## src/rtl/pctrap_pkg.sv

```systemverilog
package pctrap_pkg;
    localparam int unsigned INSTR_W = 32;

    localparam logic [5:0] OPC_JUMP_REL = 6'h06;
    localparam logic [5:0] OPC_REG_FMT  = 6'h3A;
    localparam logic [5:0] FUNC_TRAP    = 6'h34;

    typedef enum logic [1:0] {
        KIND_SEQ    = 2'd0,
        KIND_BRANCH = 2'd1,
        KIND_BREAK  = 2'd2
    } instr_kind_e;
endpackage

```

## src/rtl/pctrap_decode.sv

```systemverilog
module pctrap_decode
    import pctrap_pkg::*;
(
    input  logic [INSTR_W-1:0] instr_i,
    output instr_kind_e        kind_o,
    output logic [15:0]        imm16_o
);
    logic [5:0] opcode;
    logic [5:0] func;
    logic       upper_clear;

    always_comb begin
        opcode      = instr_i[5:0];
        func        = instr_i[16:11];
        upper_clear = (instr_i[31:22] == 10'd0);
        imm16_o     = instr_i[21:6];
        if (opcode == OPC_JUMP_REL && upper_clear) begin
            kind_o = KIND_BRANCH;
        end else if (opcode == OPC_REG_FMT && func == FUNC_TRAP) begin
            kind_o = KIND_BREAK;
        end else begin
            kind_o = KIND_SEQ;
        end
    end
endmodule

```

## src/rtl/pctrap_target.sv

```systemverilog
module pctrap_target #(
    parameter int unsigned ADDR_W = 32
) (
    input  logic [ADDR_W-1:0] pc_i,
    input  logic [15:0]       imm16_i,
    output logic [ADDR_W-1:0] seq_pc_o,
    output logic [ADDR_W-1:0] target_o,
    output logic              misaligned_o
);
    localparam int unsigned EXT_W = ADDR_W - 16;

    logic [ADDR_W-1:0] offset;

    always_comb begin
        offset       = {{EXT_W{imm16_i[15]}}, imm16_i};
        seq_pc_o     = pc_i + ADDR_W'(4);
        target_o     = seq_pc_o + offset;
        misaligned_o = (target_o[1:0] != 2'b00);
    end
endmodule

```

## src/rtl/pc_trap_unit.sv

```systemverilog
module pc_trap_unit
    import pctrap_pkg::*;
#(
    parameter int unsigned ADDR_W    = 32,
    parameter int unsigned STAT_W    = 32,
    parameter int unsigned PIE_BIT   = 0,
    parameter int unsigned U_BIT     = 1,
    parameter logic [ADDR_W-1:0] RESET_VEC = 32'h0000_1000,
    parameter logic [ADDR_W-1:0] BREAK_VEC = 32'h0000_0120
) (
    input  logic               clk,
    input  logic               rst,
    input  logic               instr_valid_i,
    input  logic [31:0]        instr_i,
    input  logic [STAT_W-1:0]  status_i,
    output logic [ADDR_W-1:0]  pc_o,
    output logic [STAT_W-1:0]  status_o,
    output logic [ADDR_W-1:0]  brk_addr_o,
    output logic [STAT_W-1:0]  brk_stat_o,
    output logic               misalign_o,
    output logic [ADDR_W-1:0]  fault_addr_o
);
    localparam logic [STAT_W-1:0] TRAP_CLR_MASK =
        (STAT_W'(1) << PIE_BIT) | (STAT_W'(1) << U_BIT);

    typedef struct packed {
        logic [ADDR_W-1:0] pc;
        logic [STAT_W-1:0] status;
        logic [ADDR_W-1:0] brk_addr;
        logic [STAT_W-1:0] brk_stat;
        logic              misalign;
        logic [ADDR_W-1:0] fault_addr;
    } trap_state_t;

    trap_state_t st_d, st_q;

    instr_kind_e       kind;
    logic [15:0]       imm16;
    logic [ADDR_W-1:0] seq_pc;
    logic [ADDR_W-1:0] br_target;
    logic              br_misaligned;

    pctrap_decode u_decode (
        .instr_i (instr_i),
        .kind_o  (kind),
        .imm16_o (imm16)
    );

    pctrap_target #(.ADDR_W(ADDR_W)) u_target (
        .pc_i         (st_q.pc),
        .imm16_i      (imm16),
        .seq_pc_o     (seq_pc),
        .target_o     (br_target),
        .misaligned_o (br_misaligned)
    );

    always_comb begin
        st_d            = st_q;
        st_d.misalign   = 1'b0;
        st_d.fault_addr = '0;
        if (instr_valid_i) begin
            unique case (kind)
                KIND_BRANCH: begin
                    st_d.status = status_i;
                    if (br_misaligned) begin
                        st_d.misalign   = 1'b1;
                        st_d.fault_addr = br_target;
                    end else begin
                        st_d.pc = br_target;
                    end
                end
                KIND_BREAK: begin
                    st_d.brk_stat = status_i;
                    st_d.brk_addr = seq_pc;
                    st_d.status   = status_i & ~TRAP_CLR_MASK;
                    st_d.pc       = BREAK_VEC;
                end
                default: begin
                    st_d.status = status_i;
                    st_d.pc     = seq_pc;
                end
            endcase
        end
    end

    always_ff @(posedge clk) begin
        if (rst) begin
            st_q.pc         <= RESET_VEC;
            st_q.status     <= '0;
            st_q.brk_addr   <= '0;
            st_q.brk_stat   <= '0;
            st_q.misalign   <= 1'b0;
            st_q.fault_addr <= '0;
        end else begin
            st_q <= st_d;
        end
    end

    assign pc_o         = st_q.pc;
    assign status_o     = st_q.status;
    assign brk_addr_o   = st_q.brk_addr;
    assign brk_stat_o   = st_q.brk_stat;
    assign misalign_o   = st_q.misalign;
    assign fault_addr_o = st_q.fault_addr;

    // an idle cycle keeps every architectural register and no fault is raised
    p_idle_hold_r10: assert property (@(posedge clk) disable iff (rst)
        !instr_valid_i |=> ($stable(pc_o) && $stable(status_o) && $stable(brk_addr_o)
                            && $stable(brk_stat_o) && !misalign_o));

    // a breakpoint lands on the handler and saves the following address
    p_break_entry_r6: assert property (@(posedge clk) disable iff (rst)
        (instr_valid_i && kind == KIND_BREAK) |=>
            (pc_o == BREAK_VEC && brk_addr_o == $past(pc_o) + ADDR_W'(4)));

    // trap entry leaves interrupt enable and user mode cleared
    p_break_status_r7: assert property (@(posedge clk) disable iff (rst)
        (instr_valid_i && kind == KIND_BREAK) |=>
            (status_o[PIE_BIT] == 1'b0 && status_o[U_BIT] == 1'b0
             && brk_stat_o == $past(status_i)));

    // a raised fault means the PC did not move and the address is unaligned
    p_fault_pc_r4: assert property (@(posedge clk) disable iff (rst)
        misalign_o |-> ($stable(pc_o) && fault_addr_o[1:0] != 2'b00));

    // the fault flag is a single-cycle pulse
    p_fault_pulse_r4: assert property (@(posedge clk) disable iff (rst)
        misalign_o |=> !misalign_o);

    // an aligned branch moves the PC off the sequential path only through the target
    p_branch_taken_r2: assert property (@(posedge clk) disable iff (rst)
        (instr_valid_i && kind == KIND_BRANCH && !br_misaligned) |=>
            (pc_o == $past(br_target) && !misalign_o));
endmodule

```

## config.mk

```make
export PLATFORM = sky130hd
export DESIGN_NAME = pc_trap_unit
export DESIGN_NICKNAME = d
export VERILOG_FILES = /design/src/rtl/pctrap_pkg.sv /design/src/rtl/pctrap_decode.sv /design/src/rtl/pctrap_target.sv /design/src/rtl/pc_trap_unit.sv
export SDC_FILE = /design/constraint.sdc
export NUM_CORES = 1
export LEC_CHECK = 0
export BUFFER_PORTS_ARGS = -buffer_cell sky130_fd_sc_hd__buf_4
export CAP_MARGIN = 20
export CELL_PAD_IN_SITES_DETAIL_PLACEMENT = 0
export CELL_PAD_IN_SITES_GLOBAL_PLACEMENT = 2
export CORE_ASPECT_RATIO = 0.75
export CORE_MARGIN = 4
export CORE_UTILIZATION = 32
export CTS_CLUSTER_DIAMETER = 40
export DETAILED_ROUTE_END_ITERATION = 10
export GPL_ROUTABILITY_DRIVEN = 0
export PLACE_DENSITY = 0.86
export SKIP_CTS_REPAIR_TIMING = 1
export SLEW_MARGIN = 20
export SYNTH_ARGS = -nofsm -noshare
export SYNTH_HDL_FRONTEND = slang
export SYNTH_SLANG_ARGS = --single-unit
```

## constraint.sdc

```tcl
create_clock -name clk -period 9.7 [get_ports clk]
set_input_delay 1.94 -clock clk [delete_from_list [all_inputs] [get_ports clk]]
set_output_delay 1.94 -clock clk [all_outputs]
set_load 0.005 [all_outputs]
```

==> results of run 1 <==
worst max-delay path, cell delays in order (launching register included):
cell,delay [ns]
dfxtp_1,0.46
ha_1,0.30
nand4_1,0.24
nor4_2,0.66
nand4_1,0.30
xnor2_1,0.50
ha_1,0.35
a21oi_1,0.19
o21ai_0,0.26
a211oi_1,0.30
o21ai_0,0.11
a21o_2,0.24
or3_2,0.46
a31oi_1,0.19
nor2_1,0.07
synthesized netlist by cell type, types with 7 or more instances:
cell type,instances,area [sq um]
xor2_1,23,201
o21ai_0,36,180
xnor2_1,33,289
inv_1,28,105
and3_1,9,56.3
a211oi_1,20,150
nand2_1,124,465
nand4_1,18,113
nand3_1,21,105
nand2b_1,8,50.1
a21oi_1,96,480
dfxtp_1,161,3220
and2_1,11,68.8
o221ai_1,7,61.3
clkbuf_1,42,158
ha_1,38,475
mux2i_1,32,320
nor2_1,143,537
nor3_1,27,135
routing by layer:
metal	vias to the layer above	global-route usage, %	wire length, um
met5	-	0	0
met1	3699	27.9	13300
met2	252	28.9	12200
li1	3889	-	-
met4	0	4.35	361
met3	28	6.74	2560
logic make-up (layout without fill, tap and decap cells):
family / after synthesis / count (layout)
buffers and inverters: 88 / 296
muxes: 32 / 32
xor gates and xnor gates: 56 / 56
DFF: 161 / 161
and+or+nand+nor: 400 / 400
AOI/OAI and AO/OA: 226 / 226
adders and majority gates: 39 / 39
final cells by class:
class                   count  area [sq um]  share of cell area [%]
well taps                 338           423                    3.95
clock buffers              20           467                    4.36
flip-flops and latches    161          3220                    30.1
clock inverters            12           133                    1.24
inverters                  29           109                    1.02
multi-input cells         753          4580                    42.8
repair buffers            235          1760                    16.5
through the flow:
stage	total power, mW	setup slack [ns]	util [%]	area (sq um)	hold WS (ns)
final	1.59	4.96	42.6	10700	0.454
after global routing	1.66	4.54	42.6	10700	0.470
after CTS	1.61	5.11	42.6	10700	0.456
after detailed placement	0.912	4.92	40.2	10100	0.447
after global placement	0.912	4.89	40.2	10100	0.443
after floorplan	0.826	5.58	-	8200	0.453
cell usage in the layout, fill, tap and decap left out, drive strengths merged, types with 11 or more instances in the layout:
master / netlist / layout
buf: 7 / 235
dfxtp: 161 / 161
nor2: 143 / 143
nand2: 124 / 124
a21oi: 96 / 96
ha: 38 / 38
o21ai: 38 / 38
xnor2: 33 / 33
mux2i: 32 / 32
inv: 28 / 29
nor3: 29 / 29
xor2: 23 / 23
nand3: 21 / 21
a211oi: 20 / 20
clkbuf: 51 / 20
nand4: 19 / 19
and2: 11 / 11
and3: 11 / 11
how the worst min path moves through the flow:
stage                        start  cells after the start             end
floorplan            brk_addr_o[0]                      2   brk_addr_o[0]
global placement    brk_stat_o[10]                      2  brk_stat_o[10]
detailed placement   brk_stat_o[7]                      2   brk_stat_o[7]
CTS                  brk_stat_o[7]                      2   brk_stat_o[7]
global route         brk_stat_o[6]                      2   brk_stat_o[6]
finish               brk_stat_o[7]                      2   brk_stat_o[7]
registers in the layout, indices dropped and copies added (netlist names):
name and count:
status_o 32, fault_addr_o 32, brk_stat_o 32, misalign_o 1
brk_addr_o 32, pc_o 32
power by group through the flow:
stage	clock (mW)	sequential, mW	combinational (mW)
detailed placement	0	0.703	0.209
global route	0.738	0.690	0.231
floorplan	0	0.700	0.126
finish	0.694	0.688	0.211
global placement	0	0.703	0.210
CTS	0.710	0.688	0.210
==> impl_metrics.ini, run 1 <==
[floorplan]
die_area_sq_mm = 0.0283
dieHeight_um = 147
ios = 228
coreArea_sq_mm = 0.0251
dieWidth_um = 193
initial_core_util_pct = 32.7
fp-row-count = 50

[power]
powerDensity_mw_per_mm2 = 149
power_frac_comb_pct = 13.2
p_sw_uw = 427
swShare_pct = 26.8
p_leak_nw = 4.65
power.share.clock_pct = 43.6
p_int_mw = 1.16
vdd_drop_max_mv = 0.113
pwr-share-seq_pct = 43.2

[layout]
antenna_cells = 0
drive_gt1_share_pct = 23.5
nets = 1303
syn2layout_area_growth_pct = 30.4
instances_no_fill = 1548
fillers = 2613

[detailed_routing]
vias = 7868
drc = 0
wl_mm = 28.4
drtAntennaViolNets = 0
vias_per_cell = 5.08
drtPass1Iterations = 5
first_iter_violations = 440
wl_per_cell_um = 18.3

[synthesis]
synth_edf_count = 0
avgSynthCellArea_sq_um = 8.19
synth_compound_area_share_pct = 17.2
synth_warnings = 0
syn_area_sq_mm = 0.00820
synth_top_family_by_area = simple AND/OR/NAND/NOR gates
synthCells = 1002
synth_adder_area_share_pct = 6.04
synthesis.nets = 1108
synth-seq-cells = 161
yosys.area_share.simple_pct = 22.6
synthMuxAreaShare_pct = 3.90
synth_top_flop_cell = dfxtp_1
synthXorXnorAreaFrac_pct = 5.98
yosysSeqAreaShare_pct = 39.3
async_flop_share_pct = 0
synth.distinct_cells = 75

[timing]
hold_viol = 0
slew_viol_final = 0
period_needed_ns = 4.74
setup_viol = 0
rsz0062_at_grt = no
tns_ns = 0
min_period_over_period_pct = 48.8
max_freq_ghz = 0.211
relSlewSlack_pct = 46.3
tightest_slew_ns = 0.803
skew_ns = 0.0114

[critical_path]
required_ns = 10.02
path_max_fanout = 8
r2r_end = pc_o[29]
worstSetupPathType = reg2reg
endpoint = pc_o[29]
startpoint_type = flip-flop
cp-end-kind = flip-flop
startpoint = pc_o[2]
crit_arrival_ns = 5.06
r2r_start = pc_o[2]
rr_worst_depth = 14
reg2reg_slack_ns = 4.96

[worst_hold_path]
hold_path_class = reg2reg

[clock_network]
clk_latency_ns = 0.43
cts_tree = done
cts_root_buffer = clkbuf_16
clk_pin_slew_worst_paths_ns = 0.07
h-tree-depth = 4
clkSinkCount = 161
cts_made_buffers = 17
cts_buffer_depth = 2

[grt]
grt_pass1_wl_mm = 43.5
grt_util_all_layers_pct = 19.7
grt_pass1_vias = 7546
grt.overflow.total = 0
antenna_found_initial = 0
grt_max_degree = 67

[outcome]
status = completed

[placed_design]
hpwlAfterDp_mm = 21.3
place_inst = 1516
port_buffers = 227

[flow_run]
max_cap_viol_count = 0
Power figures use the tool's default switching activity.
==> inputs of run 2 (changes only) <==
--- a/config.mk
+++ b/config.mk
@@ -11,11 +11,11 @@
 export CELL_PAD_IN_SITES_GLOBAL_PLACEMENT = 2
 export CORE_ASPECT_RATIO = 0.75
 export CORE_MARGIN = 4
-export CORE_UTILIZATION = 32
+export CORE_UTILIZATION = 30
 export CTS_CLUSTER_DIAMETER = 40
 export DETAILED_ROUTE_END_ITERATION = 10
 export GPL_ROUTABILITY_DRIVEN = 0
-export PLACE_DENSITY = 0.86
+export PLACE_DENSITY = 0.81
 export SKIP_CTS_REPAIR_TIMING = 1
 export SLEW_MARGIN = 20
 export SYNTH_ARGS = -nofsm -noshare
==> constraint.sdc (replaced) <==
create_clock -name clk -period 4.8 [get_ports clk]
set_input_delay 0.96 -clock clk [delete_from_list [all_inputs] [get_ports clk]]
set_output_delay 0.96 -clock clk [all_outputs]
set_load 0.005 [all_outputs]
==> impl_metrics.ini, run 2 (synthesis gave the netlist of run 1 again) <==
[critical_path]
max_stage_delay_ns = 0.53
path_cells = ha_1, nand4_1, nor4_4, nand4_1, xnor2_1, ha_1, a21oi_1, o21ai_0, or3_1, a211oi_1, nor2_1, xor2_1, a221oi_1, nor2_1
startpoint_type = flip-flop
required_ns = 5.12
path_max_fanout = 8
worstSetupPathType = reg2reg
cpMaxStageDelayCell = nor4_4
cp-end-kind = flip-flop
crit_arrival_ns = 4.67

[clock_network]
cts_buffer_depth = 2
clkSinkCount = 161
clk_pin_slew_worst_paths_ns = 0.07
cts_made_buffers = 17
cts_root_buffer = clkbuf_16
clk_latency_ns = 0.43
h-tree-depth = 4
cts_tree = done

[timing]
timing.hold.ws_ns = 0.455
slew_viol_final = 0
relSlewSlack_pct = 40.1
tightest_slew_ns = 0.898
tns_ns = 0
hold_viol = 0
setup_viol = 0
max_freq_ghz = 0.230
rsz0062_at_grt = no
min_period_over_period_pct = 90.7
period_needed_ns = 4.35
skew_ns = 0.0107

[power]
power.share.clock_pct = 44.4
power_frac_comb_pct = 13.3
powerDensity_mw_per_mm2 = 304
swShare_pct = 27.1
p_leak_nw = 4.73
p_int_mw = 2.39
p_total_mw = 3.29
p_sw_uw = 891
vdd_drop_max_mv = 0.287
pwr-share-seq_pct = 42.3

[layout]
fin_area_sq_mm = 0.0108
nets = 1310
layout_common_cells = buf_4 (240), dfxtp_1 (161), nor2_1 (143)
syn2layout_area_growth_pct = 31.9
drive_gt1_share_pct = 23.9
final_common_cell = buf_4
antenna_cells = 0
instances_no_fill = 1568

[placed_design]
placed_area_sq_mm = 0.0102
port_buffers = 227
hpwlAfterDp_mm = 22.0
place_inst = 1536

[grt]
grt_busiest_layer = met2
use_met2_pct = 29.3
grt_pass1_wl_mm = 44.6
antenna_found_initial = 0
use_met3_pct = 5.98
grt_max_degree = 80
grt_pass1_vias = 7644
grt.overflow.total = 0
use_met1_pct = 26.4
grt_util_all_layers_pct = 19.0

[detailed_routing]
drtAntennaViolNets = 0
drc = 0
wl_per_cell_um = 18.7
wl_mm = 29.4
vias = 7907
drtPass1Iterations = 6
first_iter_violations = 499
vias_per_cell = 5.04

[worst_hold_path]
hold_path_class = reg2reg

[floorplan]
dieWidth_um = 199
coreArea_sq_mm = 0.0269
die_area_sq_mm = 0.0301
dieHeight_um = 151
ios = 228
fp-row-count = 52
initial_core_util_pct = 30.5

[outcome]
status = completed

[flow_run]
max_cap_viol_count = 0
run 2: cell count changes in the layout (fill, tap and decap cells not counted), sizes merged:
cell | previous run | this run
buf | 235 | 242
inv | 29 | 34
clkinvlp | 6 | 2
bufinv | 2 | 3
clkbuf | 20 | 19
clkinv | 4 | 3
run 2: cell type report:
type                       count  area (sq um)
clock buffer                  19           443
clock inverter                13           171
fill                        2840         16100
inverter                      29           109
multi-input combinational    753          4590
sequential                   161          3220
tap                          351           439
timing repair buffer         242          1840
run 2: final timing paths:
kind                            depth (start not counted)             to          start  slack [ns]
worst max-delay path                                   14       pc_o[25]        pc_o[2]        0.45
worst max register to register                         14       pc_o[25]        pc_o[2]        0.45
worst min register to register                          2  brk_stat_o[3]  brk_stat_o[3]        0.45
worst min-delay path                                    2  brk_stat_o[3]  brk_stat_o[3]        0.45
run 2: critical path, delay by kind of cell, from the launching register on:
family | cells | cell delay [ns]
AND/OR/NAND/NOR | 6 | 1.66
XOR/XNOR | 2 | 0.60
flip-flops | 1 | 0.47
adder cells (fa/ha/maj) | 2 | 0.63
AO/OA/AOI/OAI | 4 | 0.89
run 2: layer usage:
layer,vias to the layer above,wire [um]
li1,3920,-
met1,3752,13800
met2,220,13100
met3,15,2100
met4,0,306
met5,-,0
run 2: stage by stage:
step / worst slack, ns / utilization (%)
2_1_floorplan: 1.11 / -
3_3_place_gp: 0.610 / 37.8
3_5_place_dp: 0.367 / 37.8
4_1_cts: 0.303 / 40.1
5_1_grt: 0.0710 / 40.2
6_report: 0.447 / 40.2
run 2: power by group through the flow:
stage	registers [mW]	clock network (mW)	logic [mW]
2_1_floorplan	1.41	0	0.255
3_3_place_gp	1.42	0	0.436
3_5_place_dp	1.42	0	0.435
4_1_cts	1.39	1.50	0.437
5_1_grt	1.39	1.55	0.482
6_report	1.39	1.46	0.438
==> inputs of run 3 (changes only) <==
--- a/config.mk
+++ b/config.mk
@@ -5,13 +5,14 @@
 export SDC_FILE = /design/constraint.sdc
 export NUM_CORES = 1
 export LEC_CHECK = 0
+export ABC_AREA = 1
 export BUFFER_PORTS_ARGS = -buffer_cell sky130_fd_sc_hd__buf_4
 export CAP_MARGIN = 20
 export CELL_PAD_IN_SITES_DETAIL_PLACEMENT = 0
 export CELL_PAD_IN_SITES_GLOBAL_PLACEMENT = 2
 export CORE_ASPECT_RATIO = 0.75
-export CORE_MARGIN = 4
-export CORE_UTILIZATION = 30
+export CORE_MARGIN = 5
+export CORE_UTILIZATION = 28
 export CTS_CLUSTER_DIAMETER = 40
 export DETAILED_ROUTE_END_ITERATION = 10
 export GPL_ROUTABILITY_DRIVEN = 0
==> impl_metrics.ini, run 3 <==
[power]
powerDensity_mw_per_mm2 = 300
pwr-share-seq_pct = 41.1
p_total_mw = 3.42
p_leak_nw = 5.75
p_int_mw = 2.43
p_sw_uw = 986
power.share.clock_pct = 43.3
power_frac_comb_pct = 15.5
swShare_pct = 28.8
vdd_drop_max_mv = 0.215

[layout]
antenna_cells = 0
regArea_sq_mm = 0.00322
fillers = 3354
nets = 1641
multiInputGateArea_sq_mm = 0.00470
drive_gt1_share_pct = 18.2
layout_common_cells = nand2_1 (295), nor2_1 (251), buf_4 (233)
final_common_cell = nand2_1
syn2layout_area_growth_pct = 30.7

[clock_network]
cts_root_buffer = clkbuf_16
clk_latency_ns = 0.43
clkSinkCount = 161
cts_tree = done
cts_made_buffers = 17
clk_pin_slew_worst_paths_ns = 0.07
h-tree-depth = 4
cts_buffer_depth = 2

[detailed_routing]
drtAntennaViolNets = 0
drc = 0
first_iter_violations = 692
wl_per_cell_um = 17.8
vias = 9079
drtPass1Iterations = 5
vias_per_cell = 4.65
wl_mm = 34.8

[timing]
period_needed_ns = 3.71
max_freq_ghz = 0.270
slew_viol_final = 0
hold_viol = 0
relSlewSlack_pct = 40.4
setup_viol = 0
rsz0062_at_grt = no
min_period_over_period_pct = 77.2
tns_ns = 0
tightest_slew_ns = 0.895
skew_ns = 0.0118

[synthesis]
synth_most_common_cell = nand2_1
yosysTopAreaCell = dfxtp_1
async_flop_share_pct = 0
synth.distinct_cells = 38
synthesis.nets = 1435
synth-seq-cells = 161
yosys-top-cells-area = dfxtp_1 (37%), nand2_1 (13%), nor2_1 (11%), inv_1 (6.5%), o21ai_0 (5.6%)
avgSynthCellArea_sq_um = 6.56
synth_commonest_cells = nand2_1 (295), nor2_1 (252), dfxtp_1 (161)
synthCells = 1329
synth_top_flop_cell = dfxtp_1
synth_edf_count = 0
syn_area_sq_mm = 0.00872
synth_top_cell_area_share_pct = 37.0
yosysSeqAreaShare_pct = 37.0
synth_warnings = 0

[critical_path]
worstSetupPathType = reg2reg
startpoint_type = flip-flop
path_max_fanout = 6
required_ns = 5.15
cpMaxStageDelayCell = dfxtp_1
path_cells = ha_1, nand2_1, nor2_1, nand2_1, nor2_2, nand2_1, inv_1, nand2_1, nand2_1, inv_1, ha_1, nand2_1, nor2_1, inv_1, nor3_1, nand3_1, nand3_1, nand3_1, a21oi_1
crit_arrival_ns = 4.06
cp_common_cell = nand2_1
cp-end-kind = flip-flop
rr_worst_depth = 19
max_stage_delay_ns = 0.42

[grt]
grt_util_all_layers_pct = 19.7
grt_max_degree = 77
antenna_found_initial = 0
grt_pass1_wl_mm = 52.8
grt.overflow.total = 0
grt_pass1_vias = 8769

[worst_hold_path]
hold_path_class = reg2reg
timing.hold.worst_path_depth = 2

[floorplan]
dieHeight_um = 163
dieWidth_um = 214
fp-row-count = 56
coreArea_sq_mm = 0.0310
initial_core_util_pct = 28.2
die_area_sq_mm = 0.0348
ios = 228

[placed_design]
hpwlAfterDp_mm = 26.8
port_buffers = 227

[outcome]
status = completed

[flow_run]
max_cap_viol_count = 0
## run 3: cell type report
cell class	instances	share of cell area, %
multi-input combinational	965	41.2
clock inverter	12	1.49
sequential	161	28.3
clock buffer	20	4.01
inverter	157	5.23
tap	406	4.46
timing repair buffer	233	15.3
## run 3: worst max-delay path: cells and delay by family, from the launching register on
family          cells  cell delay (ns)
simple gates       13             2.20
fa+ha+maj           2             0.57
flops               1             0.42
buf+inv             3             0.31
compound gates      1             0.14
## run 3: cells by family after synthesis
logic type / Yosys count / share of synthesized area [%]
xor gates and xnor gates: 34 / 3.42
adders and majority gates: 39 / 5.68
buffers and inverters: 203 / 9.27
DFF: 161 / 37.0
AOI/OAI and AO/OA: 205 / 12.3
and+or+nand+nor: 687 / 32.4
## run 3: through the flow
| stage | worst slack (ns) | utilization [%] | instances | instance area [sq um] | hold slack, ns |
|---|---|---|---|---|---|
| after floorplan | 2.12 | - | 1329 | 8720 | 0.457 |
| after global placement | 1.20 | 34.8 | 1922 | 10800 | 0.452 |
| after detailed placement | 1.16 | 34.8 | 1922 | 10800 | 0.457 |
| after CTS | 1.10 | 36.8 | 1954 | 11400 | 0.468 |
| after global routing | 0.642 | 36.8 | 1954 | 11400 | 0.484 |
| final | 1.09 | 36.8 | 1954 | 11400 | 0.465 |
## run 3: path summary, 6_finish.rpt
| kind | startpoint | to | slack, ns |
|---|---|---|---|
| worst max register to register | pc_o[2] | pc_o[30] | 1.09 |
| worst min register to register | status_o[31] | status_o[31] | 0.46 |
| worst min-delay path | status_o[31] | status_o[31] | 0.46 |
| worst max-delay path | pc_o[2] | pc_o[30] | 1.09 |
## run 3: routing by layer
layer  vias up  GRT usage, %  share of wire (%)
li1       4654             -                  -
met1      4153          29.1                 48
met5         -             0                  0
met3        26          4.70                6.9
met2       246          29.1                 43
met4         0          4.59                1.7
## run 3: power by group through the flow
| stage | combinational [mW] | sequential, mW | clock [mW] |
|---|---|---|---|
| global placement | 0.535 | 1.44 | 0 |
| detailed placement | 0.533 | 1.44 | 0 |
| finish | 0.531 | 1.41 | 1.48 |
| floorplan | 0.310 | 1.43 | 0 |
| global route | 0.602 | 1.41 | 1.58 |
| CTS | 0.535 | 1.41 | 1.52 |
